$ cat config.mk
export PLATFORM = sky130hd
export DESIGN_NAME = agu_core
export DESIGN_NICKNAME = d
export VERILOG_FILES = /design/src/rtl/agu_pkg.sv /design/src/rtl/agu_revadd.sv /design/src/rtl/agu_update.sv /design/src/rtl/agu_bank.sv /design/src/rtl/agu_core.sv
export SDC_FILE = /design/constraint.sdc
export NUM_CORES = 1
export LEC_CHECK = 0
export BUFFER_PORTS_ARGS = -buffer_cell sky130_fd_sc_hd__buf_2
export CORE_MARGIN = 1
export CORE_UTILIZATION = 50
export CTS_BUF_LIST = sky130_fd_sc_hd__clkbuf_4
export CTS_CLUSTER_DIAMETER = 120
export CTS_CLUSTER_SIZE = 14
export DETAILED_ROUTE_END_ITERATION = 12
export PLACE_DENSITY = 0.67
export SYNTH_ARGS = -nofsm -noshare
export SYNTH_HDL_FRONTEND = slang
export SYNTH_SLANG_ARGS = --single-unit
$ cat constraint.sdc
create_clock -name clk -period 8.92 [get_ports clk]
set_clock_uncertainty 0.1 [all_clocks]
set_input_delay 0.446 -clock clk [delete_from_list [all_inputs] [get_ports clk]]
set_output_delay 0.446 -clock clk [all_outputs]
set_load 0.005 [all_outputs]
$ cat src/rtl/agu_pkg.sv
// Shared definitions for the address generation unit.
// Assumes op_code values outside the listed set behave as plain reads.
package agu_pkg;

    typedef enum logic [3:0] {
        OP_RD_ADDR  = 4'd0,
        OP_RD_STEP  = 4'd1,
        OP_INC      = 4'd2,
        OP_DEC      = 4'd3,
        OP_ADD_STEP = 4'd4,
        OP_SUB_STEP = 4'd5,
        OP_REV_ADD  = 4'd6,
        OP_REV_SUB  = 4'd7,
        OP_STEP_INC = 4'd8
    } agu_op_e;

    // True for codes that write a post-modified value back
    function automatic logic op_updates(input agu_op_e op);
        case (op)
            OP_INC, OP_DEC, OP_ADD_STEP, OP_SUB_STEP,
            OP_REV_ADD, OP_REV_SUB, OP_STEP_INC: op_updates = 1'b1;
            default:                             op_updates = 1'b0;
        endcase
    endfunction

endpackage

$ cat src/rtl/agu_revadd.sv
// Reverse-carry adder: adds or subtracts with carry moving from the MSB
// toward the LSB, by mirroring both operands, using a normal adder and
// mirroring the result. Carry out of bit 0 is dropped.
module agu_revadd #(
    parameter int W = 16
) (
    input  logic [W-1:0] a,
    input  logic [W-1:0] b,
    input  logic         sub,
    output logic [W-1:0] y
);

    logic [W-1:0] ra;
    logic [W-1:0] rb;
    logic [W-1:0] rs;

    // Mirror the operands and the result bit by bit
    for (genvar i = 0; i < W; i++) begin : g_mirror
        assign ra[i] = a[W-1-i];
        assign rb[i] = b[W-1-i];
        assign y[i]  = rs[W-1-i];
    end

    // Ordinary add or subtract in the mirrored domain
    assign rs = sub ? (ra - rb) : (ra + rb);

endmodule

$ cat src/rtl/agu_update.sv
// Post-modify computation for one address operand.
// Linear and step updates wrap modulo 2^k by masking the low k bits; the
// reverse-carry codes work over the full width; step increment ignores k.
// Assumes k never exceeds ADDR_W (the register bank clamps it).
module agu_update
    import agu_pkg::*;
#(
    parameter int ADDR_W = 16,
    parameter int K_W    = $clog2(ADDR_W + 1)
) (
    input  agu_op_e           op,
    input  logic [ADDR_W-1:0] cur,
    input  logic [ADDR_W-1:0] step,
    input  logic [K_W-1:0]    k,
    output logic [ADDR_W-1:0] nxt
);

    localparam logic [ADDR_W-1:0] ONE = ADDR_W'(1);

    logic [ADDR_W-1:0] mask;
    logic [ADDR_W-1:0] delta;
    logic [ADDR_W-1:0] sum;
    logic [ADDR_W-1:0] rev_y;

    // Build the modulo mask: bit i is set when i lies below k
    always_comb begin
        for (int i = 0; i < ADDR_W; i++) begin
            mask[i] = (i < int'(k));
        end
    end

    // Pick the signed increment for the linear and step codes
    always_comb begin
        case (op)
            OP_INC, OP_STEP_INC: delta = ONE;
            OP_DEC:              delta = ~ADDR_W'(0);
            OP_ADD_STEP:         delta = step;
            OP_SUB_STEP:         delta = ~step + ONE;
            default:             delta = '0;
        endcase
    end

    assign sum = cur + delta;

    agu_revadd #(.W(ADDR_W)) u_revadd (
        .a   (cur),
        .b   (step),
        .sub (op == OP_REV_SUB),
        .y   (rev_y)
    );

    // Merge: masked wrap for circular codes, raw result for the others
    always_comb begin
        case (op)
            OP_REV_ADD, OP_REV_SUB: nxt = rev_y;
            OP_STEP_INC:            nxt = sum;
            default:                nxt = (cur & ~mask) | (sum & mask);
        endcase
    end

endmodule

$ cat src/rtl/agu_bank.sv
// Bank of address registers, each with a buffer-size exponent.
// A load from the write path beats a same-cycle update of the same
// address register; size writes above ADDR_W are clamped to ADDR_W.
// Assumes NUM_REGS is a power of two so every select value is valid.
module agu_bank #(
    parameter int ADDR_W   = 16,
    parameter int NUM_REGS = 8,
    parameter int SEL_W    = (NUM_REGS > 1) ? $clog2(NUM_REGS) : 1,
    parameter int K_W      = $clog2(ADDR_W + 1)
) (
    input  logic                         clk,
    input  logic                         rst_n,
    input  logic                         wr_en,
    input  logic                         wr_field,
    input  logic [SEL_W-1:0]             wr_sel,
    input  logic [ADDR_W-1:0]            wr_data,
    input  logic                         upd_en,
    input  logic [SEL_W-1:0]             upd_sel,
    input  logic [ADDR_W-1:0]            upd_val,
    input  logic [SEL_W-1:0]             rd_sel,
    output logic [ADDR_W-1:0]            rd_addr,
    output logic [K_W-1:0]               rd_k,
    output logic [ADDR_W-1:0]            step_val,
    output logic [NUM_REGS*ADDR_W-1:0]   ar_flat,
    output logic [NUM_REGS*K_W-1:0]      k_flat
);

    localparam logic [K_W-1:0]    K_FULL   = K_W'(ADDR_W);
    localparam logic [ADDR_W-1:0] K_FULL_D = ADDR_W'(ADDR_W);

    logic [ADDR_W-1:0] ar_q [NUM_REGS];
    logic [K_W-1:0]    k_q  [NUM_REGS];
    logic [K_W-1:0]    k_in;

    // Clamp an incoming size exponent to the address width
    assign k_in = (wr_data > K_FULL_D) ? K_FULL : wr_data[K_W-1:0];

    for (genvar g = 0; g < NUM_REGS; g++) begin : g_reg
        logic hit_wr;
        logic hit_upd;

        assign hit_wr  = wr_en && (wr_sel == SEL_W'(g));
        assign hit_upd = upd_en && (upd_sel == SEL_W'(g));

        // Address register: load wins over post-modify
        always_ff @(posedge clk) begin
            if (!rst_n) begin
                ar_q[g] <= '0;
            end else if (hit_wr && !wr_field) begin
                ar_q[g] <= wr_data;
            end else if (hit_upd) begin
                ar_q[g] <= upd_val;
            end
        end

        // Size exponent: only the write path touches it
        always_ff @(posedge clk) begin
            if (!rst_n) begin
                k_q[g] <= K_FULL;
            end else if (hit_wr && wr_field) begin
                k_q[g] <= k_in;
            end
        end

        assign ar_flat[g*ADDR_W +: ADDR_W] = ar_q[g];
        assign k_flat[g*K_W +: K_W]        = k_q[g];
    end

    assign rd_addr  = ar_q[rd_sel];
    assign rd_k     = k_q[rd_sel];
    assign step_val = ar_q[0];

endmodule

$ cat src/rtl/agu_core.sv
// Top of the address generation unit. Drives the pre-update value of the
// selected register (or of the step register) as the access address and
// writes back the post-modified value at the same clock edge.
// Assumes one operation per cycle; op_code values 9..15 act as reads.
module agu_core
    import agu_pkg::*;
#(
    parameter int ADDR_W   = 16,
    parameter int NUM_REGS = 8,
    localparam int SEL_W   = (NUM_REGS > 1) ? $clog2(NUM_REGS) : 1,
    localparam int K_W     = $clog2(ADDR_W + 1)
) (
    input  logic              clk,
    input  logic              rst_n,
    input  logic              op_valid,
    input  logic [SEL_W-1:0]  op_sel,
    input  logic [3:0]        op_code,
    input  logic              wr_en,
    input  logic              wr_field,
    input  logic [SEL_W-1:0]  wr_sel,
    input  logic [ADDR_W-1:0] wr_data,
    output logic [ADDR_W-1:0] addr_out,
    output logic              addr_valid
);

    agu_op_e                    op;
    logic                       use_step;
    logic [ADDR_W-1:0]          sel_addr;
    logic [K_W-1:0]             sel_k;
    logic [ADDR_W-1:0]          step_q;
    logic [ADDR_W-1:0]          operand;
    logic [ADDR_W-1:0]          nxt_val;
    logic                       upd_en;
    logic [SEL_W-1:0]           upd_sel;
    logic [NUM_REGS*ADDR_W-1:0] ar_flat;
    logic [NUM_REGS*K_W-1:0]    k_flat;

    assign op = agu_op_e'(op_code);

    // Step-oriented codes take register 0 as their operand
    assign use_step = (op == OP_RD_STEP) || (op == OP_STEP_INC);
    assign operand  = use_step ? step_q : sel_addr;

    // Write-back request and its target register
    assign upd_en  = op_valid && op_updates(op);
    assign upd_sel = (op == OP_STEP_INC) ? '0 : op_sel;

    agu_bank #(
        .ADDR_W   (ADDR_W),
        .NUM_REGS (NUM_REGS),
        .SEL_W    (SEL_W),
        .K_W      (K_W)
    ) u_bank (
        .clk      (clk),
        .rst_n    (rst_n),
        .wr_en    (wr_en),
        .wr_field (wr_field),
        .wr_sel   (wr_sel),
        .wr_data  (wr_data),
        .upd_en   (upd_en),
        .upd_sel  (upd_sel),
        .upd_val  (nxt_val),
        .rd_sel   (op_sel),
        .rd_addr  (sel_addr),
        .rd_k     (sel_k),
        .step_val (step_q),
        .ar_flat  (ar_flat),
        .k_flat   (k_flat)
    );

    agu_update #(
        .ADDR_W (ADDR_W),
        .K_W    (K_W)
    ) u_update (
        .op   (op),
        .cur  (operand),
        .step (step_q),
        .k    (sel_k),
        .nxt  (nxt_val)
    );

    assign addr_out   = operand;
    assign addr_valid = op_valid;

endmodule

==> results.toml <==
[logic_synthesis]
synthAdderAreaFrac_pct = 3.77
synth_area_per_cell_um2 = 10.2
yosys.area.top_type_share_pct = 43.1
synth_enable_flop_cells = 168
synth.distinct_cells = 79
synth_cells = 1146
synth_top_family_by_area = "compound AO/OA/AOI/OAI gates"
synth_ff_type = "edfxtp_1"
synth_xor_area_share_pct = 2.91
synth_seq_area_share_pct = 43.1
synth_nets = 1211
synth.area.mux_share_pct = 10.2
synth_compound_area_share_pct = 20.1
synth_area_um2 = 11700
synth-warning-count = 0
synthArstFlopShare_pct = 0
yosys.area.top_type = "edfxtp_1"
synth-simple-area-share_pct = 15.9
synth_area_leaders = "edfxtp_1 (43%), mux4_2 (7.1%), a22o_1 (5.4%)"
synth_seq_cells = 168

[critical_path]
r2r-start = "u_bank.ar_q[0][2]$_DFFE_PP_"
cp-startpoint = "op_sel[0]"
max_stage_delay_ns = 0.60
r2r_slack_ns = 4.03
cp_num_buf_inv = 3
cp_common_cell = "o21ai_1"
path_depth = 17
start_kind = "primary input"
crit_arrival_ns = 5.42
cp_max_fo = 37
crit_family = "compound AO/OA/AOI/OAI gates"
rr_endpoint = "u_bank.ar_q[2][11]$_DFFE_PP_"
worstSetupPathType = "in -> reg"
worst_r2r_path_depth = 15
cpMaxStageDelayCell = "mux4_2"
crit_chain = "buf_2, buf_4, mux4_2, nand2_1, nand3_1, o21ai_1, inv_1, ha_1, fa_1, a211oi_1, o21ai_1, a211oi_1, o21bai_1, a21oi_1, xor2_1, o21ai_1, a22o_1"
required_ns = 9.29
crit_end = "u_bank.ar_q[0][12]$_DFFE_PP_"
critPathCaptureType = "flip-flop"

[cells_and_area]
syn_to_final_growth_pct = 5.51
final_area_um2 = 12300
drive_above_1_share_pct = 13.6
mostFrequentLayoutCells = "edfxtp_1 (168), nand2_1 (127), nor2_1 (97), o21ai_1 (75), a22o_1 (72)"
layout_commonest_cell = "edfxtp_1"
finish.utilization_pct = 54.2
instances_no_fill = 1474
final_nets = 1213

[routing]
firstDrtPassIters = 5
dr.first_iter.drc_count = 1090
totalWireLength_um = 36200
drc = 0
wl_per_cell_um = 24.5
viasPerCell = 6.66
ant_nets = 0
num_vias = 9820

[sta]
setup_ws_ns = 3.87
worst_slew_pin_slew_ns = 1.15
rsz0062_at_grt = "false"
setup_viol = 0
relSlewSlack_pct = 22.8
maxSlewViolCount = 0
setup_tns_ns = 0
fmax_mhz = 198
hold-worst-slack_ns = 0.155
finalCritPeriodShare_pct = 56.6
hold_viol = 0
period_needed_ns = 5.05

[die]
rows = 55
start_util_pct = 51.3
fp.dieH_um = 155
core_area_um2 = 22800
die_w_um = 155
io_pins = 48
dieArea_um2 = 24000

[power_and_ir_drop]
power.total_mw = 1.89
power_density_nw_per_um2 = 153
max-vdd-ir-drop_v = 0.0000834
p_leak_nw = 4.45

[placed_design]
port_buffers = 47
detailed_place_hpwl_um = 26400
pre_cts_slack_ns = 3.32
place_inst = 1442
place.gp.congestion = 0.987
placed_cell_area_um2 = 12100

[flow_run]
max_cap_viol_count = 0

[global_routing]
grt_pass1_wl_um = 54600
grt_pass1_vias = 9083
grt_use_total_pct = 30.9
grt_max_degree = 46
grt_overflow_total = 0
antenna_found_initial = 1

[clock_tree]
cts.sink_count = 168
cts_max_level = 4
post_cts_buffers = 0
cts_max_path_buffers = 2
clock_latency_ns = 0.61
cts_buffers = 17
post_cts_resized = 0
root_buffer = "clkbuf_4"
cts_tree = "yes"
path_clk_slew_ns = 0.15
hold_buffers = 0

[worst_hold_path]
holdCritPathClass = "in -> reg"

[status]
outcome = "finished, final reports clean"
[state kept, by name, indices dropped and copies added, names as in the netlist]
register,cells
u_bank.ar_q,128
u_bank.k_q,40
[Yosys cell counts, types with 8 or more instances]
| cell type | instances |
|---|---|
| a211oi_1 | 9 |
| a21o_1 | 12 |
| a21oi_1 | 44 |
| a22o_1 | 72 |
| a31oi_1 | 15 |
| and2_1 | 9 |
| buf_1 | 8 |
| buf_2 | 16 |
| clkbuf_1 | 50 |
| edfxtp_1 | 168 |
| ha_1 | 32 |
| inv_1 | 16 |
| mux2i_1 | 35 |
| mux4_2 | 37 |
| nand2_1 | 127 |
| nand3_1 | 41 |
| nand3b_1 | 12 |
| nor2_1 | 97 |
| nor2b_1 | 10 |
| nor3_1 | 35 |
| o211ai_1 | 13 |
| o21a_1 | 10 |
| o21ai_0 | 37 |
| o21ai_1 | 75 |
| or3_1 | 15 |
| xnor2_1 | 19 |
| xor2_1 | 18 |
[layout make-up]
class	instances	area (µm²)
timing repair buffer	68	395
clock buffer	18	135
inverter	19	71.3
clock inverter	13	96.3
antenna	1	2.50
sequential	168	5040
tap	313	392
multi-input combinational	874	6200
fill	2065	10400
[routing by layer]
layer | wire length (µm) | vias up | global-route usage (%)
li1 | - | 4408 | -
met1 | 14600 | 4783 | 42.3
met2 | 16800 | 558 | 47.9
met3 | 3520 | 71 | 6.43
met4 | 1290 | 0 | 12.7
met5 | 0 | - | 0
[cell families (layout without fill, tap and decap cells)]
kind of cell / Yosys count / count (layout)
simple gates: 388 / 388
compound gates: 341 / 341
flops: 168 / 168
buf+inv: 104 / 118
mux: 73 / 73
xor+xnor: 38 / 38
fa+ha+maj: 34 / 34
other cells: 0 / 1
[tightest hold or removal path, cell delays in order]
cell and delay, ns:
buf_2 0.18, nand2_1 0.06, o21ai_1 0.06
[report_power, final]
group | leakage (nW) | switching [mW] | total, mW | internal [mW]
Clock | 0.127 | 0.292 | 0.407 | 0.115
Combinational | 2.61 | 0.359 | 0.544 | 0.186
Sequential | 1.72 | 0.0277 | 0.937 | 0.910
[worst min-delay path by stage]
stage	startpoint	end	depth (start not counted)
6_report	wr_data[14]	u_bank.ar_q[2][14]$_DFFE_PP_	3
4_1_cts	wr_data[14]	u_bank.ar_q[2][14]$_DFFE_PP_	3
3_5_place_dp	wr_data[14]	u_bank.ar_q[2][14]$_DFFE_PP_	3
3_3_place_gp	wr_data[14]	u_bank.ar_q[2][14]$_DFFE_PP_	3
5_1_grt	wr_data[14]	u_bank.ar_q[2][14]$_DFFE_PP_	3
2_1_floorplan	wr_data[4]	u_bank.k_q[1][4]$_SDFFCE_PN1P_	1
(Power assumes the default switching activity.)
